File: config.mk
export PLATFORM = sky130hd
export DESIGN_NAME = tick_timer_unit
export DESIGN_NICKNAME = d
export VERILOG_FILES = /design/src/rtl/ttu_pkg.sv /design/src/rtl/ttu_decode.sv /design/src/rtl/ttu_prescaler.sv /design/src/rtl/ttu_channel.sv /design/src/rtl/tick_timer_unit.sv
export SDC_FILE = /design/constraint.sdc
export NUM_CORES = 1
export LEC_CHECK = 0
export CAP_MARGIN = 20
export CELL_PAD_IN_SITES_DETAIL_PLACEMENT = 0
export CELL_PAD_IN_SITES_GLOBAL_PLACEMENT = 1
export CORE_MARGIN = 10
export CORE_UTILIZATION = 51
export DETAILED_ROUTE_END_ITERATION = 8
export DONT_BUFFER_PORTS = 1
export PLACE_DENSITY_LB_ADDON = 0.15
export SLEW_MARGIN = 20
export SYNTH_ARGS = -nofsm -noshare
export SYNTH_HDL_FRONTEND = slang
export SYNTH_SLANG_ARGS = --single-unit
File: constraint.sdc
create_clock -name clk -period 7.29 [get_ports clk]
set_clock_uncertainty 0.05 [all_clocks]
set_input_delay 1.458 -clock clk [delete_from_list [all_inputs] [get_ports clk]]
set_output_delay 1.458 -clock clk [all_outputs]
set_load 0.01 [all_outputs]
File: src/rtl/ttu_pkg.sv
`timescale 1ns/1ps
// Package ttu_pkg
// Shared constants for the timer unit: bit positions in the channel
// control word and the register selector decoded from address bits 3:2.
package ttu_pkg;
    localparam int CFG_EN = 0;   // channel enable
    localparam int CFG_AR = 1;   // auto-restart on expiry
    localparam int CFG_LD = 2;   // load counter from reload (reads 0)
    localparam int CFG_IE = 3;   // interrupt enable
    localparam int CFG_PD = 4;   // sticky pending flag
    localparam int CFG_W  = 5;

    typedef enum logic [1:0] {
        REG_CNT  = 2'd0,
        REG_RLD  = 2'd1,
        REG_CFG  = 2'd2,
        REG_NONE = 2'd3
    } reg_sel_e;
endpackage

File: src/rtl/ttu_decode.sv
`timescale 1ns/1ps
// Module ttu_decode
// Purely combinational address decode. Splits a byte address into the
// unit window (0x00-0x0F), one-hot channel windows (0x10 per channel),
// and a register selector. Assumes ADDR_W >= 8; any set bit above bit 7
// or in bits 1:0 makes the access unmapped.
module ttu_decode
    import ttu_pkg::*;
#(
    parameter int NUM_CH = 2,
    parameter int ADDR_W = 8
) (
    input  logic [ADDR_W-1:0] addr,
    output logic              unit_hit,
    output logic [NUM_CH-1:0] ch_hit,
    output reg_sel_e          reg_sel
);
    logic hi_zero;
    logic aligned;

    // Qualify the address: upper bits clear and word aligned.
    always_comb begin
        hi_zero  = ((addr >> 8) == '0);
        aligned  = (addr[1:0] == 2'b00);
        reg_sel  = aligned ? reg_sel_e'(addr[3:2]) : REG_NONE;
        unit_hit = hi_zero && (addr[7:4] == 4'd0);
    end

    // One comparator per channel window.
    for (genvar i = 0; i < NUM_CH; i++) begin : g_win
        always_comb ch_hit[i] = hi_zero && (addr[7:4] == 4'(i + 1));
    end
endmodule

File: src/rtl/ttu_prescaler.sv
`timescale 1ns/1ps
// Module ttu_prescaler
// Shared divider. Counts down once per clock; when the count is zero it
// raises tick for that cycle and reloads. A reload of 0 therefore ticks
// every clock. A value write overrides the count on its edge.
module ttu_prescaler #(
    parameter int PRE_W = 16
) (
    input  logic             clk,
    input  logic             rst_n,
    input  logic             val_we,
    input  logic             rld_we,
    input  logic [PRE_W-1:0] wdata,
    output logic [PRE_W-1:0] count,
    output logic [PRE_W-1:0] reload,
    output logic             tick
);
    // Tick whenever the count has run out.
    always_comb tick = (count == '0);

    // Reload register update.
    always_ff @(posedge clk) begin
        if (!rst_n)      reload <= '0;
        else if (rld_we) reload <= wdata;
    end

    // Down-counter with software override.
    always_ff @(posedge clk) begin
        if (!rst_n)      count <= '0;
        else if (val_we) count <= wdata;
        else if (tick)   count <= reload;
        else             count <= count - 1'b1;
    end
endmodule

File: src/rtl/ttu_channel.sv
`timescale 1ns/1ps
// Module ttu_channel
// One down-counting channel. Expires when it is enabled, a tick arrives
// and the counter already holds zero (underflow). On expiry it either
// reloads (auto-restart) or wraps and clears its enable. Software writes
// win over expiry for counter and enable; expiry wins over a pending
// clear. Assumes CNT_W <= DATA_W.
module ttu_channel
    import ttu_pkg::*;
#(
    parameter int CNT_W  = 32,
    parameter int DATA_W = 32
) (
    input  logic              clk,
    input  logic              rst_n,
    input  logic              tick,
    input  logic              cnt_we,
    input  logic              rld_we,
    input  logic              cfg_we,
    input  logic [DATA_W-1:0] wdata,
    output logic [CNT_W-1:0]  counter,
    output logic [CNT_W-1:0]  reload,
    output logic [CFG_W-1:0]  cfg_rd,
    output logic              pend,
    output logic              irq
);
    logic en, ar, ie;
    logic uflow;

    // Underflow condition for this cycle.
    always_comb uflow = tick && en && (counter == '0);

    // Readback of the control word; load bit never stored.
    always_comb cfg_rd = {pend, ie, 1'b0, ar, en};

    // Reload register.
    always_ff @(posedge clk) begin
        if (!rst_n)      reload <= '0;
        else if (rld_we) reload <= wdata[CNT_W-1:0];
    end

    // Counter: load bit, direct write, restart, then count.
    always_ff @(posedge clk) begin
        if (!rst_n)                        counter <= '0;
        else if (cfg_we && wdata[CFG_LD])  counter <= reload;
        else if (cnt_we)                   counter <= wdata[CNT_W-1:0];
        else if (uflow && ar)              counter <= reload;
        else if (tick && en)               counter <= counter - 1'b1;
    end

    // Control bits; a stopping expiry drops enable unless rewritten.
    always_ff @(posedge clk) begin
        if (!rst_n) begin
            en <= 1'b0;
            ar <= 1'b0;
            ie <= 1'b0;
        end else if (cfg_we) begin
            en <= wdata[CFG_EN];
            ar <= wdata[CFG_AR];
            ie <= wdata[CFG_IE];
        end else if (uflow && !ar) begin
            en <= 1'b0;
        end
    end

    // Sticky pending: set beats clear.
    always_ff @(posedge clk) begin
        if (!rst_n)                       pend <= 1'b0;
        else if (uflow && ie)             pend <= 1'b1;
        else if (cfg_we && wdata[CFG_PD]) pend <= 1'b0;
    end

    // One-cycle interrupt pulse per expiry.
    always_ff @(posedge clk) begin
        if (!rst_n) irq <= 1'b0;
        else        irq <= uflow && ie;
    end
endmodule

File: src/rtl/tick_timer_unit.sv
`timescale 1ns/1ps
// Module tick_timer_unit
// Top of the timer peripheral: address decode, shared prescaler, NUM_CH
// channels and the read multiplexer. Single-cycle register port, 32-bit
// accesses only. Assumes 1 <= NUM_CH <= 8 and ADDR_W >= 8.
module tick_timer_unit
    import ttu_pkg::*;
#(
    parameter int NUM_CH   = 2,
    parameter int BASE_IRQ = 8,
    parameter int CNT_W    = 32,
    parameter int PRE_W    = 16,
    parameter int DATA_W   = 32,
    parameter int ADDR_W   = 8
) (
    input  logic              clk,
    input  logic              rst_n,
    input  logic              sel,
    input  logic              wr,
    input  logic [ADDR_W-1:0] addr,
    input  logic [DATA_W-1:0] wdata,
    output logic [DATA_W-1:0] rdata,
    output logic [NUM_CH-1:0] irq
);
    localparam logic [DATA_W-1:0] UNIT_CFG =
        DATA_W'(NUM_CH) | (DATA_W'(BASE_IRQ) << 3) | DATA_W'(32'h300);

    logic              unit_hit;
    logic [NUM_CH-1:0] ch_hit;
    reg_sel_e          reg_sel;
    logic              wr_go;
    logic              pre_tick;
    logic [PRE_W-1:0]  pre_count;
    logic [PRE_W-1:0]  pre_reload;
    logic [NUM_CH-1:0] pend_vec;
    logic [CNT_W-1:0]  ch_count  [NUM_CH];
    logic [CNT_W-1:0]  ch_reload [NUM_CH];
    logic [CFG_W-1:0]  ch_cfg    [NUM_CH];

    // Write strobe for this cycle.
    always_comb wr_go = sel && wr;

    ttu_decode #(.NUM_CH(NUM_CH), .ADDR_W(ADDR_W)) u_dec (
        .addr     (addr),
        .unit_hit (unit_hit),
        .ch_hit   (ch_hit),
        .reg_sel  (reg_sel)
    );

    ttu_prescaler #(.PRE_W(PRE_W)) u_pre (
        .clk    (clk),
        .rst_n  (rst_n),
        .val_we (wr_go && unit_hit && (reg_sel == REG_CNT)),
        .rld_we (wr_go && unit_hit && (reg_sel == REG_RLD)),
        .wdata  (wdata[PRE_W-1:0]),
        .count  (pre_count),
        .reload (pre_reload),
        .tick   (pre_tick)
    );

    for (genvar i = 0; i < NUM_CH; i++) begin : g_ch
        ttu_channel #(.CNT_W(CNT_W), .DATA_W(DATA_W)) u_ch (
            .clk     (clk),
            .rst_n   (rst_n),
            .tick    (pre_tick),
            .cnt_we  (wr_go && ch_hit[i] && (reg_sel == REG_CNT)),
            .rld_we  (wr_go && ch_hit[i] && (reg_sel == REG_RLD)),
            .cfg_we  (wr_go && ch_hit[i] && (reg_sel == REG_CFG)),
            .wdata   (wdata),
            .counter (ch_count[i]),
            .reload  (ch_reload[i]),
            .cfg_rd  (ch_cfg[i]),
            .pend    (pend_vec[i]),
            .irq     (irq[i])
        );
    end

    // Read multiplexer; zero for anything unmapped or unselected.
    always_comb begin
        rdata = '0;
        if (sel && !wr) begin
            if (unit_hit) begin
                case (reg_sel)
                    REG_CNT: rdata = DATA_W'(pre_count);
                    REG_RLD: rdata = DATA_W'(pre_reload);
                    REG_CFG: rdata = UNIT_CFG;
                    default: rdata = '0;
                endcase
            end
            for (int i = 0; i < NUM_CH; i++) begin
                if (ch_hit[i]) begin
                    case (reg_sel)
                        REG_CNT: rdata = DATA_W'(ch_count[i]);
                        REG_RLD: rdata = DATA_W'(ch_reload[i]);
                        REG_CFG: rdata = DATA_W'(ch_cfg[i]);
                        default: rdata = '0;
                    endcase
                end
            end
        end
    end
endmodule

[After elaboration in Yosys (flattened, before gate mapping)]
Cells that the tools add are included.
Operators by class
  equal/unequal tests: 4
  $add $sub $neg: 3
  reduce and logical (&&, ||, !) cells: 42
  multiplexer cells: 26
Operator list (count)
  two-way mux 32 bit: 11
  case mux 32 bit (3 select lines): 2
  zero test 32 bit: 2
  subtractor 32 x 1 -> 32 bit (second input constant): 2
  two-way mux 16 bit: 3
  case mux 16 bit (3 select lines): 1
  logical AND 1 bit: 27
  zero test 16 bit: 1
  subtractor 16 x 1 -> 16 bit (second input constant): 1
  two-way mux 1 bit: 8
  nonzero test 2 bit: 4
  nonzero test 4 bit: 2
  == test 4 x 1 -> 1 bit (second input constant): 1
  == test 4 x 2 -> 1 bit (second input constant): 1
  zero test 2 bit: 2
  zero test 4 bit: 1
  zero test 1 bit: 3
  == test 2 x 1 -> 1 bit (second input constant): 1
  == test 2 bit (second input constant): 1
  two-way mux 2 bit: 1
Word-level totals
  input bits: 44
  word-level logic and storage cells: 91
  output and inout bits: 34
  flip-flop bits (word level): 170

[Longest topological paths before layout]
  word-level depth: 8
  mapped depth: 12
  depth with buffers taken out: 9

[Cells and area by module]
Synthesis repeated with hierarchy kept, for this count alone.
Second synthesis, totals
  cell total of the unflattened synthesis: 1498
  area total of the unflattened synthesis: 11811.3 µm²
By module, submodules not included
  ttu_channel: area an instance 4124.0 µm², seq. area each 1381.3 µm², cells each 514, times used 2
  tick_timer_unit: area an instance 1810.5 µm², seq. area each 0.0 µm², cells each 266, times used 1
  ttu_prescaler: area an instance 1716.6 µm², seq. area each 640.6 µm², cells each 199, times used 1
  ttu_decode: area an instance 36.3 µm², seq. area each 0.0 µm², cells each 5, times used 1

[Least setup slack after synthesis]
Ideal clock, no wire load.
  path type: input-to-output
  from: input port addr[5]
  to: output port rdata[4]
  arrival time: 3.264 ns
  cell stages on the path: 4
  data required time: 5.782 ns
  setup slack: 2.518 ns
  path buffers: 0
  path through: or4b_1 a2111oi_0 a22oi_1 a211oi_1
On the way
  longest elaborated chain between the ends: 5
  elaborated cells between the ends (all ways): 7
  those cells by class: 2 x eq/ne; 4 x mux; 1 x reduce/logical
Ends and longest elaborated chain
  start, declared: line tick_timer_unit.sv:20  | input logic [ADDR_W-1:0] addr,
  zero test 4 bit: line ttu_decode.sv:26  | unit_hit = hi_zero && (addr[7:4] == 4'd0);
  two-way mux 16 bit: line tick_timer_unit.sv:82  | if (unit_hit) begin
  two-way mux 32 bit: line tick_timer_unit.sv:91  | if (ch_hit[i]) begin
  two-way mux 32 bit *: line tick_timer_unit.sv:91
  two-way mux 32 bit *: line tick_timer_unit.sv:81  | if (sel && !wr) begin
  end, declared: line tick_timer_unit.sv:22  | output logic [DATA_W-1:0] rdata,
Every way passes the cells marked *; elsewhere a longest branch is shown, timed or not.

[Worst setup path after layout]
  from: input port addr[5]
  to: output port rdata[3]
The elaborated chain is that of the path after synthesis.

==> out/qor.txt <==
Status: finished, final reports clean
RePlAce Congestion: 0.967
CP Class: primary input to primary output
# resized after CTS: 0
Setup bufs post-CTS: 0
DR pass1 iterations: 6
Fin util: 54.9%
Tmin final: 5650 ps
WP data arrival: 4140 ps
Clock sink total: 170
First-pass GRT wire length: 62,900 um
Hold_sp: u_pre.reload[7]
CP required: 5780 ps
Synthesized Nets: 1,497
Final hold violations: 0
Seq cells post-synth: 170
Clk slew on worst S/H paths: 70 ps
Leak: 3.69 nW
PD cells: 205 mW/mm^2
RSZ-0062 raised after global routing: no
Hold Path End: u_pre.reload[7]
Reg2Reg Depth: 9
DRT iter0 DRCs: 1,552
Worst-Skew Late Latency: 450 ps
Share of layout cells above drive strength 1: 5.59%
CTS tree: done
Worst VDD drop: 0.144 mV
Cell area after layout: 0.0111 mm^2
Placement Cell Area: 0.0105 mm^2
Clock H-tree levels: 4
Pin count of the biggest net entering global routing: 67
Register area: 0.00340 mm^2
Setup slack, reg-to-reg: 3330 ps
Reg-to-Reg End: g_ch[0].u_ch.counter[7]
Max-Slew Margin vs Limit: 24.1%
Final Setup Violations: 0
Hold Crit Depth: 2
Routed len/inst: 24.9 um
Slowest cell delay on critical path: 1020 ps
Post-Synth Adder-Cell Area: 0.477%
Core Area: 0.0202 mm^2
GRT Util Overall: 30.1%
CP max-delay cell: or4b_2
Ys async rst share: 0%
# hold bufs at CTS: 0
Mux contribution to synthesized area: 0.573%
Starting density of the core: 51.8%
Hold WC Path Type: flip-flop to flip-flop
Sequential share of the synthesized area: 32.5%
EDFF count, synth: 0
Fillers: 1,986
Vias in the first global route: 10,000
Critical Path Fanout Max: 32
Num CTS Buffers: 17
Post-Syn Instances: 1,449
Area Growth Syn to Fin: 5.92%
Ys flop type: dfxtp_1
Initial antenna violation count: 1
Synthesis Warnings: 0
Final wirelength: 41,000 um
Post-Synth Simple-Gate Area: 26.5%
Slew Limit Fails: 0
Startpoint Class: primary input
Post-DP HPWL: 28,000 um
Tot Pwr: 2.28 mW
Crit share post-route: 77.5%
Post-synthesis compound-gate area fraction: 29.7%
Syn_area_per_cell: 7.24 um^2
Most frequent cells in the layout: 295 x nand2_1, 170 x dfxtp_1, 133 x a21oi_1
CP Buf/Inv Count: 0
Cell variety after synth: 68
Slew @ Worst Pin: 1140 ps
CP Capture Type: primary output
Max Clock Freq: 177 MHz
ANT nets after route: 0
Die outline area: 0.0267 mm^2
Via Count: 11,200
Most common cell after layout, fill and taps aside: nand2_1
Critical path cell sequence: or4b_2 -> a2111oi_0 -> a22oi_1 -> a211oi_1
Pre-CTS setup slack: 1620 ps
Diode count: 0
Post-route DRC: 0
FF-to-FF Start: u_pre.count[0]
Port Buffers: 0
GRT overflow: 0
Max capacitance violation total: 0
Fin worst setup slack: 1640 ps
Top Family by Delay on Critical Path: compound AO/OA/AOI/OAI gates
CTS root buf: clkbuf_16
NumNets Final: 1,412
Mapped cell area: 0.0105 mm^2
Io pins: 78
Setup TNS: 0 ps
# rows: 52
Via/cell ratio: 6.78
Multi-input logic area: 0.00659 mm^2
Die height: 163 um
Post-synthesis xor/xnor area fraction: 5.10%
Chip width: 163 um
Largest family of logic cells by synthesized area: compound AO/OA/AOI/OAI gates
Longest Clk Path Bufs: 2
## how the worst max path moves through the flow
stage,from,cells past startpoint,slack (ps),end
2_1_floorplan,addr[5],4,2520,rdata[4]
3_3_place_gp,addr[5],4,1610,rdata[0]
3_5_place_dp,addr[5],4,1620,rdata[3]
4_1_cts,addr[5],4,1620,rdata[3]
5_1_grt,addr[5],4,1460,rdata[4]
6_report,addr[5],4,1640,rdata[3]
## area by class of cell
type,count,share of cell area (%)
Tap cell,270,3.04
Sequential cell,170,30.6
Multi-Input combinational cell,1143,59.3
Timing Repair Buffer,21,1.42
Clock inverter,13,1.19
Inverter,11,0.394
Clock buffer,19,3.99
## flip-flops by register name, summed over array words and instances (netlist names)
name	cells
u_pre.reload	16
g_ch.u_ch.counter	64
g_ch.u_ch.reload	64
g_ch.u_ch.pend	2
u_pre.count	16
g_ch.u_ch.ie	2
g_ch.u_ch.en	2
g_ch.u_ch.irq	2
g_ch.u_ch.ar	2
## kinds of logic (layout without fill, tap and decap cells)
family,after synthesis,count (layout)
AO/OA/AOI/OAI,464,464
XOR/XNOR,61,61
adder cells (fa/ha/maj),4,4
buffers and inverters,136,64
flip-flops,170,170
multiplexers,6,6
AND/OR/NAND/NOR,608,608
## cell usage after synthesis (all sizes together), types with 7 or more instances
cell type | count | area [um^2]
o22ai | 17 | 106
a221oi | 20 | 175
a21oi | 133 | 666
a221o | 7 | 70.1
o21ai | 48 | 252
dfxtp | 170 | 3400
inv | 11 | 41.3
a31oi | 24 | 150
a22oi | 72 | 541
nand2 | 296 | 1110
xor2 | 31 | 272
o31ai | 13 | 97.6
clkbuf | 112 | 420
buf | 13 | 86.3
nor3 | 50 | 255
nor4 | 26 | 169
o211ai | 53 | 398
or4 | 14 | 109
nor2 | 105 | 394
nand4 | 7 | 43.8
or3 | 36 | 225
o221ai | 11 | 96.3
a211oi | 12 | 90.1
nand3 | 34 | 170
xnor2 | 30 | 263
and2 | 7 | 43.8
o22a | 17 | 149
## report_power, final
group	internal, mW	switching, mW	leakage, nW
Clock	0.488	0.433	0.276
Combinational	0.145	0.208	2.04
Sequential	0.957	0.0449	1.37
## routing by layer
layer / global-route usage, % / routed length [um] / vias up
li1: - / - / 5174
met1: 40.7 / 16700 / 5261
met2: 45.7 / 18300 / 644
met3: 7.75 / 4770 / 90
met4: 9.75 / 1230 / 2
met5: 0 / 17 / -
## metrics by stage
step                hold WS [ps]  instances
floorplan                    386       1449
global placement             412       1615
detailed placement           412       1615
CTS                          423       1647
global route                 454       1647
finish                       427       1647
## worst min-delay path, stage by stage, from the launching register on
cell,delay [ps]
dfxtp_1,330
nand2_1,60
a21oi_1,50
Power figures use the tool's default switching activity.
